**config.mk**
```make
export PLATFORM = sky130hd
export DESIGN_NAME = bus_owner_arbiter
export DESIGN_NICKNAME = d
export VERILOG_FILES = /design/src/rtl/arb_pkg.sv /design/src/rtl/arb_rr_pick.sv /design/src/rtl/arb_bus_watch.sv /design/src/rtl/bus_owner_arbiter.sv
export SDC_FILE = /design/constraint.sdc
export NUM_CORES = 1
export LEC_CHECK = 0
export BUFFER_PORTS_ARGS = -buffer_cell sky130_fd_sc_hd__buf_2
export CELL_PAD_IN_SITES_DETAIL_PLACEMENT = 0
export CELL_PAD_IN_SITES_GLOBAL_PLACEMENT = 1
export CORE_MARGIN = 8
export CORE_UTILIZATION = 30
export DETAILED_ROUTE_END_ITERATION = 7
export PLACE_DENSITY = 0.57
export SETUP_SLACK_MARGIN = 0.15
export SLEW_MARGIN = 20
export SYNTH_ARGS = -nofsm -noshare
export SYNTH_HDL_FRONTEND = slang
export SYNTH_HIERARCHICAL = 1
export SYNTH_SLANG_ARGS = --single-unit
```
**constraint.sdc**
```tcl
create_clock -name clk -period 3.2 [get_ports clk]
set_clock_uncertainty 0.1 [all_clocks]
set_input_delay 0.32 -clock clk [delete_from_list [all_inputs] [get_ports clk]]
set_output_delay 0.32 -clock clk [all_outputs]
set_load 0.01 [all_outputs]
```
**src/rtl/arb_pkg.sv**
```systemverilog
package arb_pkg;

    typedef enum logic {
        PH_OPEN = 1'b0,   // no grant outstanding, arbitration runs
        PH_HELD = 1'b1    // one grant outstanding, waiting for its start
    } arb_phase_e;

endpackage

```
**src/rtl/arb_rr_pick.sv**
```systemverilog
module arb_rr_pick #(
    parameter int N_INIT = 4,
    parameter int IDXW   = (N_INIT > 1) ? $clog2(N_INIT) : 1
) (
    input  logic [N_INIT-1:0] req_i,
    input  logic [IDXW-1:0]   last_i,
    output logic              hit_o,
    output logic [IDXW-1:0]   idx_o,
    output logic [N_INIT-1:0] onehot_o
);

    always_comb begin
        hit_o = 1'b0;
        idx_o = '0;
        for (int k = 1; k <= N_INIT; k++) begin
            if (!hit_o && req_i[IDXW'((int'(last_i) + k) % N_INIT)]) begin
                hit_o = 1'b1;
                idx_o = IDXW'((int'(last_i) + k) % N_INIT);
            end
        end
    end

    generate
        for (genvar g = 0; g < N_INIT; g++) begin : g_dec
            assign onehot_o[g] = hit_o && (idx_o == IDXW'(g));
        end
    endgenerate

endmodule

```
**src/rtl/arb_bus_watch.sv**
```systemverilog
module arb_bus_watch (
    input  logic frame_i,
    input  logic irdy_i,
    input  logic idle_q_i,
    output logic idle_now_o,
    output logic start_o
);

    // idle clock: neither frame nor ready driven
    assign idle_now_o = !frame_i && !irdy_i;
    // a start needs an idle clock right before frame rises
    assign start_o    = frame_i && idle_q_i;

endmodule

```
**src/rtl/bus_owner_arbiter.sv**
```systemverilog
module bus_owner_arbiter #(
    parameter int N_INIT = 4
) (
    input  logic              clk,
    input  logic              rst_n,
    input  logic [N_INIT-1:0] req_i,
    input  logic              frame_i,
    input  logic              irdy_i,
    output logic [N_INIT-1:0] gnt_o
);
    import arb_pkg::*;

    localparam int IDXW = (N_INIT > 1) ? $clog2(N_INIT) : 1;
    localparam logic [IDXW-1:0] LAST_RST = IDXW'(N_INIT - 1);

    typedef struct packed {
        arb_phase_e        phase;
        logic [N_INIT-1:0] gnt;
        logic [IDXW-1:0]   owner;
        logic [IDXW-1:0]   last;
        logic              idle;
    } arb_state_t;

    arb_state_t st_d, st_q;

    logic              pick_hit;
    logic [IDXW-1:0]   pick_idx;
    logic [N_INIT-1:0] pick_onehot;
    logic              bus_idle_now;
    logic              bus_start;

    arb_rr_pick #(.N_INIT(N_INIT), .IDXW(IDXW)) u_pick (
        .req_i    (req_i),
        .last_i   (st_q.last),
        .hit_o    (pick_hit),
        .idx_o    (pick_idx),
        .onehot_o (pick_onehot)
    );

    arb_bus_watch u_watch (
        .frame_i    (frame_i),
        .irdy_i     (irdy_i),
        .idle_q_i   (st_q.idle),
        .idle_now_o (bus_idle_now),
        .start_o    (bus_start)
    );

    always_comb begin
        st_d      = st_q;
        st_d.idle = bus_idle_now;
        unique case (st_q.phase)
            PH_OPEN: begin
                if (pick_hit) begin
                    st_d.phase = PH_HELD;
                    st_d.gnt   = pick_onehot;
                    st_d.owner = pick_idx;
                end
            end
            PH_HELD: begin
                if (bus_start) begin
                    // grant consumed by the owner's transaction
                    st_d.phase = PH_OPEN;
                    st_d.gnt   = '0;
                    st_d.last  = st_q.owner;
                end else if (!req_i[st_q.owner]) begin
                    // unused grant withdrawn; rotation point kept
                    st_d.phase = PH_OPEN;
                    st_d.gnt   = '0;
                end
            end
            default: begin
                st_d.phase = PH_OPEN;
                st_d.gnt   = '0;
            end
        endcase
    end

    always_ff @(posedge clk or negedge rst_n) begin
        if (!rst_n) begin
            st_q.phase <= PH_OPEN;
            st_q.gnt   <= '0;
            st_q.owner <= '0;
            st_q.last  <= LAST_RST;
            st_q.idle  <= 1'b1;
        end else begin
            st_q <= st_d;
        end
    end

    assign gnt_o = st_q.gnt;

endmodule

```
==> metrics.md, run 1 <==
| Metric | Value |
|---|---|
| Synth Register Bits | `10` |
| Die ar. | `4170 um2` |
| Final ANT Viol Nets | `0` |
| Largest net degree at the start of global routing | `15` |
| Int Pwr | `0.000372 W` |
| Peak VDD IR | `0.276 mV` |
| Commonest non-fill, non-tap cells in the layout | `11 x buf_2, 7 x dfrtp_1, 6 x mux2i_1` |
| Clock Tree Root | `clkbuf_4` |
| Total CTS buffers | `3` |
| Reg power frac | `45.6%` |
| Crit path kind | `reg -> reg` |
| Hpwl dp | `1.03 mm` |
| GR Overflow Total | `0` |
| Core box area | `2230 um2` |
| Setup TNS | `0 ns` |
| Post-synth design cell area | `708 um2` |
| Required time worst endpoint | `3.24 ns` |
| Setup violators final | `0` |
| Worst hold path type | `in -> reg` |
| TritonRoute pass-1 iters | `4` |
| Initial Util | `31.7%` |
| Psw | `0.000219 W` |
| Clk Latency, worst-skew pair | `0.26 ns` |
| Final hold violation count | `0` |
| Dominant synthesized flop cell | `dfrtp_1` |
| First-pass GRT wire length | `2.23 mm` |
| Port buffer count | `11` |
| Number of setup buffers added after CTS | `0` |
| Synth-to-layout area growth | `7.42%` |
| GPL Wtd Cong | `0.728` |
| Post-synthesis sequential area ratio | `35.9%` |
| Wire per inst | `13.0 um` |
| Crit end category | `flip-flop` |
| Wirelength, routed | `1.38 mm` |
| Count of different cell masters after synthesis | `33` |
| CP startpoint kind | `flip-flop` |
| Outcome | `finished, final reports clean` |
| Leak | `0.362 nW` |
| Filler instances | `234` |
| Vias in the first global route | `489` |
| Uppermost routed layer | `met4` |
| Met2 WL post-DR | `621 um` |
| Number of antenna violations at the first check in global routing | `0` |
| Max-slew violations | `0` |
| Mapped Cells | `71` |
| # clock sinks | `10` |
| Comb power frac | `39.2%` |
| Share of cells above drive strength 1 | `32.1%` |
| Net Count, Synth | `79` |
| Clock buffer depth | `2` |
| Post-synth EDFFs | `0` |
| Highest Clock Rate | `631 MHz` |
| Antenna Cells | `0` |
| DRT met1 WL | `700 um` |
| CP arrival | `1.62 ns` |
| Max-cap violations | `0` |
| TritonCTS clock tree | `done` |
| Post-layout minimum cycle time | `1.58 ns` |
| DR WL met3 | `43 um` |
| Max_slew headroom | `80.9%` |
| Cell row count | `17` |
| Die extent in y | `64.6 um` |
| Vias per cell | `5.08` |
| Nets | `87` |
| Synth warn | `6` |
| # DRC | `0` |
| Sequential Area | `254 um2` |
| Clk pin slew, worst setup/hold paths | `0.06 ns` |
| Clk network pwr share | `15.1%` |
| Crit-path max FO | `14` |
| Period utilisation layout | `49.5%` |
| PD cells | `777 nW/um2` |
| Synth Area per Inst | `9.97 um2` |
| GRT Total Usage | `6.70%` |
| Horiz. Die Dim | `64.6 um` |
| Multi-input gate area | `373 um2` |
| RSZ-0062 raised after global routing | `false` |
| Initial DRC Count | `9` |
| Net Sw Frac | `37.0%` |
| Utilization after layout | `34.1%` |
| Commonest non-fill, non-tap cell in the layout | `buf_2` |
| Vias | `538` |
| Post-synth ARST share | `100%` |
| H-tree Lvls | `1` |
| Io pins | `12` |
| Worst Tran Pin Value | `0.285 ns` |
[worst max-delay path, stage by stage (launching register included)]
cell and delay, ns:
dfstp_2 0.66, and2b_1 0.22, a21oi_1 0.11, o221ai_1 0.12, mux2_2 0.27
[timing repair]
item / in CTS / in global routing
setup endpoints to repair: 0 / 0
hold endpoints to repair: 7 / 0
hold buffers: 1 / 0
gates resized for setup: 0 / 0
[cells in the mapped netlist (2+ instances only)]
cell type / instances / area share, %
mux2i_1: 6 / 8.5
o2bb2ai_1: 4 / 4.9
o21bai_1: 2 / 2.1
and2b_1: 2 / 2.1
nor2_1: 5 / 2.7
nand2_1: 4 / 2.1
buf_4: 6 / 6.4
inv_1: 2 / 1.1
a211oi_1: 2 / 2.1
a21oi_1: 3 / 2.1
dfstp_2: 3 / 11
dfrtp_1: 7 / 25
mux2_2: 4 / 6.4
o21ai_1: 2 / 1.4
[per-stage QoR]
| stage | worst slack, ns | hold slack (ns) | total power, W | cell area (um2) | std cells |
|---|---|---|---|---|---|
| 2_1_floorplan | 1.63 | -0.0756 | 0.000478 | 708 | 71 |
| 3_3_place_gp | 1.48 | 0.0900 | 0.000510 | 724 | 101 |
| 3_5_place_dp | 1.50 | 0.0967 | 0.000508 | 724 | 101 |
| 4_1_cts | 1.61 | 0.0648 | 0.000600 | 761 | 106 |
| 5_1_grt | 1.49 | 0.0573 | 0.000643 | 761 | 106 |
| 6_report | 1.62 | 0.0720 | 0.000591 | 761 | 106 |
[worst paths after layout]
kind | startpoint | to | slack [ns] | cells past startpoint
worst max register to register | st_q[2]$_DFFE_PN1P_ | st_q[3]$_DFFE_PN0P_ | 1.62 | 4
worst min register to register | gnt_o[2]$_DFFE_PN0P_ | gnt_o[2]$_DFFE_PN0P_ | 0.41 | 1
max in group asynchronous | rst_n | st_q[2]$_DFFE_PN1P_ | 2.40 | 2
worst max-delay path | st_q[2]$_DFFE_PN1P_ | st_q[3]$_DFFE_PN0P_ | 1.62 | 4
min in group asynchronous | rst_n | gnt_o[3]$_DFFE_PN0P_ | 0.34 | 2
worst min-delay path | irdy_i | st_q[0]$_DFF_PN1_ | 0.07 | 2
[area by class of cell]
class	instances	share of cell area (%)
clock buffer	4	3.45
tap	28	4.61
timing repair buffer	12	8.55
inverter	2	0.987
multi-input combinational	50	49.0
sequential	10	33.4
[cells by family after synthesis]
| kind of cell | count (synthesis) | share of synthesized area [%] |
|---|---|---|
| AO/OA/AOI/OAI | 22 | 23.7 |
| AND/OR/NAND/NOR | 18 | 14.1 |
| buffers and inverters | 11 | 11.5 |
| multiplexers | 10 | 14.8 |
| flip-flops | 10 | 35.9 |
[per-layer routing]
| metal | GRT usage (%) | vias to the layer above |
|---|---|---|
| met3 | 1.37 | 2 |
| met5 | 0 | - |
| met1 | 8.18 | 258 |
| met2 | 10.2 | 11 |
| li1 | - | 267 |
| met4 | 4.90 | 0 |
[flip-flops by register name, indices dropped and copies added, names as in the netlist]
| signal | count |
|---|---|
| gnt_o | 4 |
| st_q | 6 |
[power groups by stage]
stage	sequential [W]	combinational, W	clock (W)
after floorplan	0.000230	0.000248	0
after global placement	0.000273	0.000236	0
after detailed placement	0.000273	0.000235	0
after CTS	0.000270	0.000237	0.0000931
after global routing	0.000283	0.000260	0.0000995
final	0.000270	0.000232	0.0000895
Note: power is estimated with default switching activity, not from simulation.
==> run 2, diff against run 1 <==
Settings changed: ABC_AREA from default to 1, PLACE_DENSITY 0.57 to 0.6.
Clock period 3.2 ns to 1.6 ns, I/O delays scaled along.
==> run 2 against run 1 <==
  * Critical path depth up 6
  * Combinational power grew to 9.0 times the previous value
  * Power grew to 4.7 times the previous value
  * Routed wire length increased by 51%
  * Die area rose by 13%
  * The run now ends with setup timing left
  * Synthesized area up 18%
  * Hold slack better by 0.10 ns
  * Critical endpoint unchanged
  * Worst setup slack got worse by 1.8 ns
  * Cell count rose by 75%
  * Largest cell class unchanged
==> metrics.md, run 2 <==
| Metric | Value |
|---|---|
| Post-layout minimum cycle time | `1.74 ns (+0.151 ns)` |
| Vias | `821 (+53%)` |
| Slack of the critical path | `-0.135 ns (-1.75 ns)` |
| Die extent in y | `68.7 um (+6.4%)` |
| Port buffer count | `11 (unchanged)` |
| Antenna Cells | `0 (unchanged)` |
| Worst hold slack | `0.172 ns (+0.0997 ns)` |
| Max-slew violations | `0 (unchanged)` |
| TritonCTS clock tree | `done` |
| Synth area leaders | `nand2_1 23%, dfrtp_1 21%, dfstp_2 9.5%` |
| CP Launch Point | `st_q[1]$_DFFE_PN1P_` |
| Peak VDD IR | `1.09 mV (+290%)` |
| Yosys top cell by area | `nand2_1` |
| Mapped Cells | `129 (+82%)` |
| Initial DRC Count | `29 (+20)` |
| R2r startpoint | `st_q[1]$_DFFE_PN1P_` |
| Setup slack, reg-to-reg | `-0.14 ns (-1.75 ns)` |
| Int Pwr | `0.00135 W (+260%)` |
| Final instance area | `1150 um2 (+51%)` |
| TritonRoute pass-1 iters | `4 (unchanged)` |
| Grt met1 use | `12.3% (+4.1 points)` |
| CP arrival | `1.80 ns (+0.18 ns)` |
| Synth Area per Inst | `6.46 um2 (-35%)` |
| CP Cell Sequence | `buf_12, nand2_2, nand2_4, nand2_2, nand2_4, nor2_2, nand2_2, inv_2, nor2_4, o21ai_0` |
| # DRC | `0 (unchanged)` |
| Commonest non-fill, non-tap cell in the layout | `nand2_1` |
| Proportion of netlist area held by the largest area contributor | `22.5% (-2.2 points)` |
| Outcome | `finished, violations left` |
| Number of antenna violations at the first check in global routing | `0 (unchanged)` |
| Crit path kind | `reg -> reg` |
| Largest net degree at the start of global routing | `11 (-4)` |
| First-pass GRT wire length | `3.44 mm (+55%)` |
| Initial Util | `31.0% (-0.69 points)` |
| Leak | `0.646 nW (+79%)` |
| Crit end category | `flip-flop` |
| Reg2Reg Depth | `10 (+6)` |
| Met2 Use GR | `15.4% (+5.3 points)` |
| Max reg flops | `6 (unchanged)` |
| Post-synthesis sequential area ratio | `30.5% (-5.4 points)` |
| Clock Tree Root | `clkbuf_4` |
| Count of different cell masters after synthesis | `16 (-52%)` |
| Dpl ws | `-0.147 ns (-1.65 ns)` |
| Max-cap violations | `0 (unchanged)` |
| Dominant synthesized flop cell | `dfrtp_1` |
| Cell row count | `19 (+2)` |
| Clk network pwr share | `8.4% (-6.7 points)` |
| RSZ-0062 raised after global routing | `true` |
| Cell Area, Placed | `967 um2 (+34%)` |
| Nets | `163 (+87%)` |
| Synth warn | `6 (unchanged)` |
| Comb power frac | `74.3% (+35 points)` |
| Synth cell count leaders | `50 x nand2_1, 13 x inv_1, 12 x nand3_1, 10 x nand2_2` |
| Io pins | `12 (unchanged)` |
| Worst hold path type | `in -> async` |
| GR Overflow Total | `0 (unchanged)` |
| # clock sinks | `10 (unchanged)` |
| PD cells | `2430 nW/um2 (+210%)` |
| Synth Register Bits | `10 (unchanged)` |
| Post-synth EDFFs | `0 (unchanged)` |
| Wirelength, routed | `2.08 mm (+51%)` |
| Highest Clock Rate | `576 MHz (-8.7%)` |
| Grt met3 use | `4.04% (+2.7 points)` |
| Wire per inst | `11.2 um (-13%)` |
| CP max stage delay | `0.60 ns (-0.06 ns)` |
| Most frequent cell after synthesis | `nand2_1` |
| Vias per cell | `4.44 (-13%)` |
| Total power | `0.00280 W (+370%)` |
| CP max stage cell | `dfstp_2` |
| Utilization after layout | `42.9% (+8.8 points)` |
| GRT Total Usage | `9.73% (+3.0 points)` |
| Clock buffer depth | `2 (unchanged)` |
| Clk Latency, worst-skew pair | `0.27 ns (about the same)` |
| Reg power frac | `17.2% (-28 points)` |
| Total CTS buffers | `3 (unchanged)` |
| Post-synth design cell area | `833 um2 (+18%)` |
| Crit path capture | `st_q[3]$_DFFE_PN0P_` |
| Required time worst endpoint | `1.66 ns (-1.58 ns)` |
| Vias in the first global route | `754 (+54%)` |
| Final hold violation count | `0 (unchanged)` |
| H-tree Lvls | `1 (unchanged)` |
| Worst Tran Pin Value | `0.236 ns (-0.0492 ns)` |
| Clk pin slew, worst setup/hold paths | `0.08 ns (+0.02 ns)` |
| Max_slew headroom | `84.3% (+3.4 points)` |
| Final ANT Viol Nets | `0 (unchanged)` |
| Post-synth ARST share | `100% (unchanged)` |
| Setup violators final | `7 (+7)` |
| Commonest non-fill, non-tap cells in the layout | `38 x nand2_1, 17 x nand2_2, 12 x inv_1` |
| Global routing's busiest layer | `met2` |
| Crit-path max FO | `8 (-6)` |
| Net Count, Synth | `137 (+73%)` |
| Most common cell on crit path | `nand2_2` |
| Worst R2R End | `st_q[3]$_DFFE_PN0P_` |
| Net Sw Frac | `51.6% (+15 points)` |
| Failing checks | `setup timing` |
| Share of cells above drive strength 1 | `47.4% (+15 points)` |
| Die ar. | `4720 um2 (+13%)` |
| Top reg by flops | `st_q` |
| Hpwl dp | `1.62 mm (+57%)` |
| GPL Wtd Cong | `0.847 (+16%)` |
| CP startpoint kind | `flip-flop` |
| Psw | `0.00144 W (+560%)` |
| Horiz. Die Dim | `68.7 um (+6.4%)` |
| Core box area | `2690 um2 (+20%)` |
| Period utilisation layout | `108% (+59 points)` |
| Synth-to-layout area growth | `38.1%` |
run 2: worst max-delay path, delay by kind of cell (launching register included):
| family | cells | cell delay, ns |
|---|---|---|
| and+or+nand+nor | 7 | 0.64 |
| DFF | 1 | 0.60 |
| buffers and inverters | 2 | 0.19 |
| AOI/OAI and AO/OA | 1 | 0.10 |
run 2: cell families (layout without fill, tap and decap cells):
logic type	Yosys count	count (layout)	synth area share, %
AO/OA/AOI/OAI	7	7	4.20
buffers and inverters	22	47	12.2
flip-flops	10	10	30.5
AND/OR/NAND/NOR	90	90	53.2
run 2: how the worst min path moves through the flow:
stage	to
after global placement	gnt_o[0]$_DFFE_PN0P_
after detailed placement	gnt_o[0]$_DFFE_PN0P_
after CTS	gnt_o[0]$_DFFE_PN0P_
after floorplan	gnt_o[0]$_DFFE_PN0P_
after global routing	gnt_o[0]$_DFFE_PN0P_
final	gnt_o[0]$_DFFE_PN0P_
run 2: final cells by class:
class	instances	area, um2
Sequential cell	10	254
Fill cell	286	1540
Timing Repair Buffer	26	191
Inverter	17	66.3
Tap cell	31	38.8
Multi-Input combinational cell	97	564
Clock buffer	4	36.3
run 2: power groups by stage:
stage	logic (W)	registers (W)	clock network (W)
finish	0.00208	0.000481	0.000236
detailed placement	0.00177	0.000478	0
CTS	0.00182	0.000483	0.000241
global placement	0.00176	0.000477	0
global route	0.00233	0.000494	0.000258
floorplan	0.00137	0.000454	0
run 2: through the flow:
stage	cells	setup TNS [ns]
final	185	-0.824
after global routing	185	-1.81
after CTS	180	-0.703
after global placement	173	-0.592
after detailed placement	173	-0.840
after floorplan	129	0
run 2: repair_timing:
action / in CTS / in global routing
hold buffers: 3 / 0
pin swaps: 4 / 16
endpoints found under the hold margin: 11 / 0
buffers inserted: 0 / 5
gates resized for setup: 5 / 19
setup endpoints to repair: 7 / 7
run 2: layer usage:
layer	part of all wire (%)	wire length [um]
met5	0	0
met4	0.58	12
met3	4.7	97
met2	47	986
met1	47	981
